[config.mk]
export PLATFORM = sky130hd
export DESIGN_NAME = edo_page_ctrl
export DESIGN_NICKNAME = d
export VERILOG_FILES = /design/src/rtl/edo_pkg.sv /design/src/rtl/edo_addr_split.sv /design/src/rtl/edo_refresh_timer.sv /design/src/rtl/edo_seq_fsm.sv /design/src/rtl/edo_page_ctrl.sv
export SDC_FILE = /design/constraint.sdc
export NUM_CORES = 1
export LEC_CHECK = 0
export CAP_MARGIN = 30
export CORE_UTILIZATION = 52
export DETAILED_ROUTE_END_ITERATION = 7
export GPL_TIMING_DRIVEN = 0
export MAX_ROUTING_LAYER = met4
export PLACE_DENSITY = 0.89
export SYNTH_ARGS = -nofsm -noshare
export SYNTH_HDL_FRONTEND = slang
export SYNTH_SLANG_ARGS = --single-unit
[constraint.sdc]
create_clock -name clk_i -period 2.8 [get_ports clk_i]
set_clock_uncertainty 0.05 [all_clocks]
set_input_delay 0.56 -clock clk_i [delete_from_list [all_inputs] [get_ports clk_i]]
set_output_delay 0.56 -clock clk_i [all_outputs]
set_load 0.01 [all_outputs]
[src/rtl/edo_pkg.sv]
package edo_pkg;
  typedef enum logic [1:0] {OP_RD = 2'd0, OP_WR = 2'd1, OP_RMW = 2'd2} op_e;

  typedef enum logic [3:0] {
    S_PRE, S_IDLE, S_ACT, S_OPEN, S_CSET, S_CLOW, S_RMWW, S_RCAS, S_RRAS
  } seq_st_e;

  function automatic op_e decode_op(input logic [1:0] code);
    case (code)
      2'b01:   return OP_WR;
      2'b10:   return OP_RMW;
      default: return OP_RD;
    endcase
  endfunction
endpackage

[src/rtl/edo_addr_split.sv]
module edo_addr_split #(
  parameter int ROW_W = 10,
  parameter int COL_W = 10,
  localparam int ADDR_W = ROW_W + COL_W
) (
  input  logic [ADDR_W-1:0] addr_i,
  input  logic [ROW_W-1:0]  open_row_i,
  output logic [ROW_W-1:0]  row_o,
  output logic [COL_W-1:0]  col_o,
  output logic              hit_o
);
  assign row_o = addr_i[ADDR_W-1:COL_W];
  assign col_o = addr_i[COL_W-1:0];
  assign hit_o = (row_o == open_row_i);
endmodule

[src/rtl/edo_refresh_timer.sv]
module edo_refresh_timer #(
  parameter int REF_INT = 780,
  localparam int CW = $clog2(REF_INT + 1)
) (
  input  logic clk_i,
  input  logic rst_ni,
  input  logic take_i,
  output logic pend_o
);
  logic [CW-1:0] cnt_q;
  logic          tick;

  assign tick = (cnt_q == CW'(REF_INT - 1));

  always_ff @(posedge clk_i or negedge rst_ni) begin
    if (!rst_ni) begin
      cnt_q  <= '0;
      pend_o <= 1'b0;
    end else begin
      cnt_q <= tick ? '0 : cnt_q + 1'b1;
      if (tick)        pend_o <= 1'b1;
      else if (take_i) pend_o <= 1'b0;
    end
  end
endmodule

[src/rtl/edo_seq_fsm.sv]
module edo_seq_fsm import edo_pkg::*; #(
  parameter int ROW_W  = 10,
  parameter int COL_W  = 10,
  parameter int DATA_W = 4,
  parameter int T_RCD  = 2,
  parameter int T_CAS  = 2,
  parameter int T_RP   = 3,
  localparam int DA_W  = (ROW_W > COL_W) ? ROW_W : COL_W
) (
  input  logic              clk_i,
  input  logic              rst_ni,
  input  logic              req_i,
  input  logic [1:0]        op_i,
  input  logic [DATA_W-1:0] wdata_i,
  input  logic [ROW_W-1:0]  row_i,
  input  logic [COL_W-1:0]  col_i,
  input  logic              hit_i,
  input  logic              ref_pend_i,
  output logic              ref_take_o,
  output logic [ROW_W-1:0]  open_row_o,
  output logic              ras_n_o,
  output logic              cas_n_o,
  output logic              we_n_o,
  output logic              oe_n_o,
  output logic [DA_W-1:0]   dram_addr_o,
  output logic [DATA_W-1:0] dq_o,
  output logic              dq_oe_o,
  input  logic [DATA_W-1:0] dq_i,
  output logic              ack_o,
  output logic              rd_valid_o,
  output logic [DATA_W-1:0] rd_data_o
);
  localparam int REF_LOW = T_RCD + T_CAS;
  localparam int MAXT_A  = (T_RP > REF_LOW) ? T_RP : REF_LOW;
  localparam int TW      = $clog2(MAXT_A + 1);

  seq_st_e           state_q;
  logic [TW-1:0]     tmr_q;
  op_e               op_q, op_in;
  logic [DATA_W-1:0] wdata_q;
  logic              tmr_done;

  assign op_in      = decode_op(op_i);
  assign tmr_done   = (tmr_q == '0);
  assign ref_take_o = (state_q == S_IDLE) && ref_pend_i;

  always_ff @(posedge clk_i or negedge rst_ni) begin
    if (!rst_ni) begin
      state_q     <= S_PRE;
      tmr_q       <= TW'(T_RP - 1);
      ras_n_o     <= 1'b1;
      cas_n_o     <= 1'b1;
      we_n_o      <= 1'b1;
      oe_n_o      <= 1'b1;
      dq_oe_o     <= 1'b0;
      dram_addr_o <= '0;
      dq_o        <= '0;
      open_row_o  <= '0;
      op_q        <= OP_RD;
      wdata_q     <= '0;
      ack_o       <= 1'b0;
      rd_valid_o  <= 1'b0;
      rd_data_o   <= '0;
    end else begin
      ack_o      <= 1'b0;
      rd_valid_o <= 1'b0;
      case (state_q)
        S_PRE: begin
          if (tmr_done) state_q <= S_IDLE;
          else          tmr_q   <= tmr_q - 1'b1;
        end
        S_IDLE: begin
          if (ref_pend_i) begin
            cas_n_o <= 1'b0;  // refresh: column strobe leads
            state_q <= S_RCAS;
          end else if (req_i) begin
            ras_n_o     <= 1'b0;
            dram_addr_o <= DA_W'(row_i);
            open_row_o  <= row_i;
            tmr_q       <= TW'(T_RCD - 1);
            state_q     <= S_ACT;
          end
        end
        S_ACT: begin
          if (tmr_done) state_q <= S_OPEN;
          else          tmr_q   <= tmr_q - 1'b1;
        end
        S_OPEN: begin
          if (ref_pend_i || (req_i && !hit_i)) begin
            ras_n_o <= 1'b1;
            oe_n_o  <= 1'b1;
            tmr_q   <= TW'(T_RP - 1);
            state_q <= S_PRE;
          end else if (req_i) begin
            dram_addr_o <= DA_W'(col_i);
            op_q        <= op_in;
            wdata_q     <= wdata_i;
            if (op_in == OP_WR) begin
              we_n_o  <= 1'b0;  // early write: WE before CAS
              oe_n_o  <= 1'b1;
              dq_oe_o <= 1'b1;
              dq_o    <= wdata_i;
            end else begin
              we_n_o  <= 1'b1;
              oe_n_o  <= 1'b0;
              dq_oe_o <= 1'b0;
            end
            state_q <= S_CSET;
          end
        end
        S_CSET: begin
          cas_n_o <= 1'b0;
          tmr_q   <= TW'(T_CAS - 1);
          state_q <= S_CLOW;
        end
        S_CLOW: begin
          if (!tmr_done) begin
            tmr_q <= tmr_q - 1'b1;
          end else if (op_q == OP_RMW) begin
            rd_data_o <= dq_i;
            oe_n_o    <= 1'b1;
            we_n_o    <= 1'b0;
            dq_oe_o   <= 1'b1;
            dq_o      <= wdata_q;
            tmr_q     <= TW'(T_CAS - 1);
            state_q   <= S_RMWW;
          end else begin
            cas_n_o <= 1'b1;
            we_n_o  <= 1'b1;
            dq_oe_o <= 1'b0;
            if (op_q == OP_WR) begin
              ack_o <= 1'b1;
            end else begin
              rd_data_o  <= dq_i;  // OE stays low: data held past CAS rise
              rd_valid_o <= 1'b1;
            end
            state_q <= S_OPEN;
          end
        end
        S_RMWW: begin
          if (!tmr_done) begin
            tmr_q <= tmr_q - 1'b1;
          end else begin
            cas_n_o    <= 1'b1;
            we_n_o     <= 1'b1;
            dq_oe_o    <= 1'b0;
            ack_o      <= 1'b1;
            rd_valid_o <= 1'b1;
            state_q    <= S_OPEN;
          end
        end
        S_RCAS: begin
          ras_n_o <= 1'b0;
          tmr_q   <= TW'(REF_LOW - 1);
          state_q <= S_RRAS;
        end
        S_RRAS: begin
          if (!tmr_done) begin
            tmr_q <= tmr_q - 1'b1;
          end else begin
            ras_n_o <= 1'b1;
            cas_n_o <= 1'b1;
            tmr_q   <= TW'(T_RP - 1);
            state_q <= S_PRE;
          end
        end
        default: state_q <= S_PRE;
      endcase
    end
  end
endmodule

[src/rtl/edo_page_ctrl.sv]
module edo_page_ctrl #(
  parameter int ROW_W   = 10,
  parameter int COL_W   = 10,
  parameter int DATA_W  = 4,
  parameter int T_RCD   = 2,
  parameter int T_CAS   = 2,
  parameter int T_RP    = 3,
  parameter int REF_INT = 780,
  localparam int ADDR_W = ROW_W + COL_W,
  localparam int DA_W   = (ROW_W > COL_W) ? ROW_W : COL_W
) (
  input  logic              clk_i,
  input  logic              rst_ni,
  input  logic              req_i,
  input  logic [1:0]        op_i,
  input  logic [ADDR_W-1:0] addr_i,
  input  logic [DATA_W-1:0] wdata_i,
  output logic              ack_o,
  output logic              rd_valid_o,
  output logic [DATA_W-1:0] rd_data_o,
  output logic              ras_n_o,
  output logic              cas_n_o,
  output logic              we_n_o,
  output logic              oe_n_o,
  output logic [DA_W-1:0]   dram_addr_o,
  output logic [DATA_W-1:0] dq_o,
  output logic              dq_oe_o,
  input  logic [DATA_W-1:0] dq_i
);
  logic [ROW_W-1:0] row, open_row;
  logic [COL_W-1:0] col;
  logic             hit, ref_pend, ref_take;

  edo_addr_split #(.ROW_W(ROW_W), .COL_W(COL_W)) u_split (
    .addr_i(addr_i), .open_row_i(open_row),
    .row_o(row), .col_o(col), .hit_o(hit)
  );

  edo_refresh_timer #(.REF_INT(REF_INT)) u_ref (
    .clk_i(clk_i), .rst_ni(rst_ni), .take_i(ref_take), .pend_o(ref_pend)
  );

  edo_seq_fsm #(
    .ROW_W(ROW_W), .COL_W(COL_W), .DATA_W(DATA_W),
    .T_RCD(T_RCD), .T_CAS(T_CAS), .T_RP(T_RP)
  ) u_seq (
    .clk_i(clk_i), .rst_ni(rst_ni), .req_i(req_i), .op_i(op_i),
    .wdata_i(wdata_i), .row_i(row), .col_i(col), .hit_i(hit),
    .ref_pend_i(ref_pend), .ref_take_o(ref_take), .open_row_o(open_row),
    .ras_n_o(ras_n_o), .cas_n_o(cas_n_o), .we_n_o(we_n_o), .oe_n_o(oe_n_o),
    .dram_addr_o(dram_addr_o), .dq_o(dq_o), .dq_oe_o(dq_oe_o), .dq_i(dq_i),
    .ack_o(ack_o), .rd_valid_o(rd_valid_o), .rd_data_o(rd_data_o)
  );
endmodule

==> results of run 1 <==
cell families (layout without fill, tap and decap cells):
| group | Yosys count | count (layout) | synth area share [%] |
|---|---|---|---|
| simple gates | 81 | 81 | 14.18 |
| flops | 59 | 59 | 47.21 |
| compound gates | 52 | 52 | 11.08 |
| mux | 50 | 50 | 17.81 |
| buf+inv | 22 | 97 | 2.709 |
| xor+xnor | 18 | 18 | 5.020 |
| fa+ha+maj | 5 | 5 | 1.992 |
cell usage after synthesis (all sizes together):
| master | instances | share of area [%] |
|---|---|---|
| nor3 | 7 | 1.3 |
| mux2i | 3 | 0.96 |
| a21o | 2 | 0.48 |
| mux2 | 47 | 17 |
| or3 | 1 | 0.20 |
| ha | 5 | 2.0 |
| dfstp | 5 | 4.2 |
| nor2 | 20 | 2.4 |
| a21boi | 1 | 0.24 |
| nand2b | 8 | 1.6 |
| inv | 10 | 1.2 |
| xor2 | 14 | 3.9 |
| nand4 | 6 | 1.6 |
| xnor2 | 4 | 1.1 |
| and3 | 1 | 0.20 |
| nor4 | 5 | 1.6 |
| o221ai | 1 | 0.28 |
| o21ai | 15 | 2.4 |
| o31a | 2 | 0.56 |
| a22oi | 1 | 0.24 |
| or4b | 1 | 0.32 |
| o211ai | 1 | 0.24 |
| dfrtp | 54 | 43 |
| a21oi | 13 | 2.1 |
| a211oi | 1 | 0.24 |
| a32oi | 3 | 0.84 |
| nand3 | 8 | 1.3 |
| a311oi | 1 | 0.28 |
| o22ai | 3 | 0.60 |
| a31oi | 4 | 1.3 |
| buf | 6 | 0.80 |
| clkbuf | 6 | 0.72 |
| nor4b | 1 | 0.28 |
| o211a | 1 | 0.32 |
| nor2b | 6 | 1.4 |
| o311ai | 2 | 0.80 |
| nand2 | 17 | 2.0 |
| o31ai | 1 | 0.24 |
through the flow:
step                      power (mW)  area, sq um  hold WS (ns)
after floorplan                2.356         3141        0.2144
after global placement         2.910         3801        0.3962
after detailed placement       2.979         3816        0.4098
after CTS                      3.899         4044        0.1460
after global routing           4.126         4049        0.1715
final                          3.902         4049        0.1516
worst max-delay path: stages:
cell and delay, ns:
clkdlybuf4s50_1 0.47, xor2_1 0.21, nor4_2 0.34, nand4_2 0.26
o31a_1 0.45, nor2b_4 0.20, mux2_1 0.35
area by class of cell:
type	count	area share (%)
well taps	72	2.225
multi-input cells	206	38.84
plain buffers	12	1.174
flip-flops and latches	59	36.62
repair buffers	59	14.59
clock inverters	4	1.792
inverters	10	0.9271
clock buffers	12	3.832
metal layers:
| metal | up-vias | track usage, % | share of wire [%] |
|---|---|---|---|
| met1 | 1238 | 32.17 | 41 |
| li1 | 1179 | - | - |
| met4 | 0 | 12.55 | 1.9 |
| met2 | 127 | 43.93 | 51 |
| met3 | 22 | 5.829 | 6.1 |
| met5 | - | - | 0 |
power by group through the flow:
stage	sequential, mW	combinational [mW]	clock, mW
global route	1.39	1.79	0.944
floorplan	1.40	0.953	0
global placement	1.35	1.56	0
CTS	1.36	1.64	0.905
finish	1.36	1.66	0.887
detailed placement	1.37	1.61	0
path summary, 6_finish.rpt:
kind                                              to  slack, ns  cells after the start
worst max-delay path                   u_seq.dq_o[3]       0.13                      7
worst min-delay path              u_seq.rd_data_o[3]       0.15                      1
worst max register to register  u_seq.dram_addr_o[5]       0.35                      5
worst min register to register        u_ref.cnt_q[0]       0.41                      1
max in group asynchronous               u_seq.we_n_o       1.88                      2
min in group clk_i                    u_ref.cnt_q[0]       0.41                      1
layout by cell type, fill, tap and decap left out, types with 5 or more instances in the layout:
cell type,count
clkdlybuf4s50_1,56
dfrtp_1,54
mux2_1,33
nor2_1,20
nand2_1,17
xor2_1,14
mux2_2,14
a21oi_1,13
o21ai_0,13
clkbuf_8,11
inv_1,10
nand2b_1,8
nand3_1,8
clkbuf_1,7
nor3_1,6
nor2b_1,5
ha_1,5
dfstp_2,5
flip-flops by register name (all words and copies together), names as in the netlist:
signal / cells
u_seq.open_row_o: 10
u_seq.wdata_q: 4
u_seq.tmr_q: 3
u_ref.pend_o: 1
u_seq.we_n_o: 1
u_seq.state_q: 4
u_seq.op_q: 2
u_seq.cas_n_o: 1
u_seq.ack_o: 1
u_seq.oe_n_o: 1
u_seq.rd_data_o: 4
u_seq.rd_valid_o: 1
u_seq.ras_n_o: 1
u_ref.cnt_q: 10
u_seq.dq_oe_o: 1
u_seq.dram_addr_o: 10
u_seq.dq_o: 4
==> metrics.md, run 1 <==
| Metric | Value |
|---|---|
| Core box area | between 5000 and 6000 sq um |
| Netlist cell types | 47 |
| CP required | ~3.0 ns |
| Seq pwr share | 34.8% |
| Post-Syn Area | roughly 3100 sq um |
| DRT iter0 DRCs | 260 |
| Initial antenna violation count | 0 |
| Final Net Count | approximately 400 |
| Fillcell total | 399 |
| Area growth, synth to finish | 28.92% |
| Outcome | finished, final reports clean |
| Grt ovf | 0 |
| Seq/Total Area, Yosys | 47.21% |
| First-pass GRT wire length | 12.59 mm |
| DRC | 0 |
| Starting Density | 55.34% |
| Vias in the first global route | 2606 |
| GRT Overall Usage | 27.08% |
| Final setup margin | 0.1338 ns |
| Clk_lat worst skew | roughly 0.34 ns |
| Max IR drop VDD | around 0.73 mV |
| ANT nets after route | 0 |
| # rows | 27 |
| Synthesis-stage register bit count | 59 |
| # IOs | between 50 and 60 |
| Final Critical Period | 2.666 ns |
| H-tree levels | 3 |
| CTS tree | yes |
| Final hold violation count | 0 |
| Worst Tran Pin Value | 0.8698 ns |
| Setup crit start | addr_i[10] |
| Syn. warnings | 0 |
| Clock-pin slew on the worst setup and hold paths | 0.07 ns |
| Setup crit end kind | flip-flop |
| CTS Sinks | 59 |
| Inserted Diodes | 0 |
| Post-Syn Instances | between 200 and 300 |
| Clock share of power | between 20% and 30% |
| Setup CP Type | in2reg |
| WL/cell | roughly 17 microns |
| CTS Hold Bufs | 0 |
| Total die area | roughly 6400 sq um |
| Hold crit path type | in2async |
| Post-DP HPWL | just over 5 mm |
| Startpoint types | input pin |
| Final core occ | 71.34% |
| Psw | 1.391 mW |
| Flip-flop and latch area | 1483 sq um |
| Clk root buf | clkbuf_8 |
| Tcrit/Tclk final | a little over nine tenths |
| GP Congestion | roughly 0.94 |
| Port buffer count | 57 |
| DIE HEIGHT | 79.72 microns |
| Reg-to-Reg Start | u_seq.state_q[0] |
| Finished Layout Cells | 434 |
| Worst EP arrival | 2.84 ns |
| Final TNS setup | 0 ns |
| Maxcap violations | 0 |
| Cell Pwr Density | 963.7 nW/um^2 |
| Clock Tree Buf Depth | 2 |
| Comb power frac | between 40% and 50% |
| Pre-CTS setup slack | -0.1495 ns |
| Switching Share | 35.64% |
| Int Power | 2.511 mW |
| Syn avg cell area | 10.94 sq um |
| Num CTS Buffers | 9 |
| Multi-input gate area | approximately 1600 sq um |
| Avg Vias per Cell | 5.912 |
| RSZ-0062 raised after global routing | false |
| Largest net degree at the start of global routing | 39 |
| Final Max Tran Viols | 0 |
| CP Max Fanout | 5 |
| Synth Net Count | about 330 |
| Drt pass-1 iters | 6 |
| Die Wd | between 70 and 80 microns |
| Layout cell share with drive strength beyond 1 | 13.26% |
| Fmax | roughly 0.38 GHz |
| Setup violators final | 0 |
| Post-CTS setup buffer count | 0 |
| Post-Place Cells | 417 |
| Leakage power | 1.736 nW |
| Via count | between 2000 and 3000 |
| Max-slew headroom | 41.70% |
| Routed wire length | ~7.5 mm |
| Post-CTS sizing | 0 |
No activity file was read; power rests on OpenSTA's default activity.
==> run 2, diff against run 1 <==
--- a/config.mk
+++ b/config.mk
@@ -9,6 +9,7 @@
 export CORE_UTILIZATION = 52
 export DETAILED_ROUTE_END_ITERATION = 7
 export GPL_TIMING_DRIVEN = 0
+export HOLD_SLACK_MARGIN = 0.1
 export MAX_ROUTING_LAYER = met4
 export PLACE_DENSITY = 0.89
 export SYNTH_ARGS = -nofsm -noshare
==> results of run 2 <==
Same layout as run 1: the final DEF is identical, and so are final timing and power.
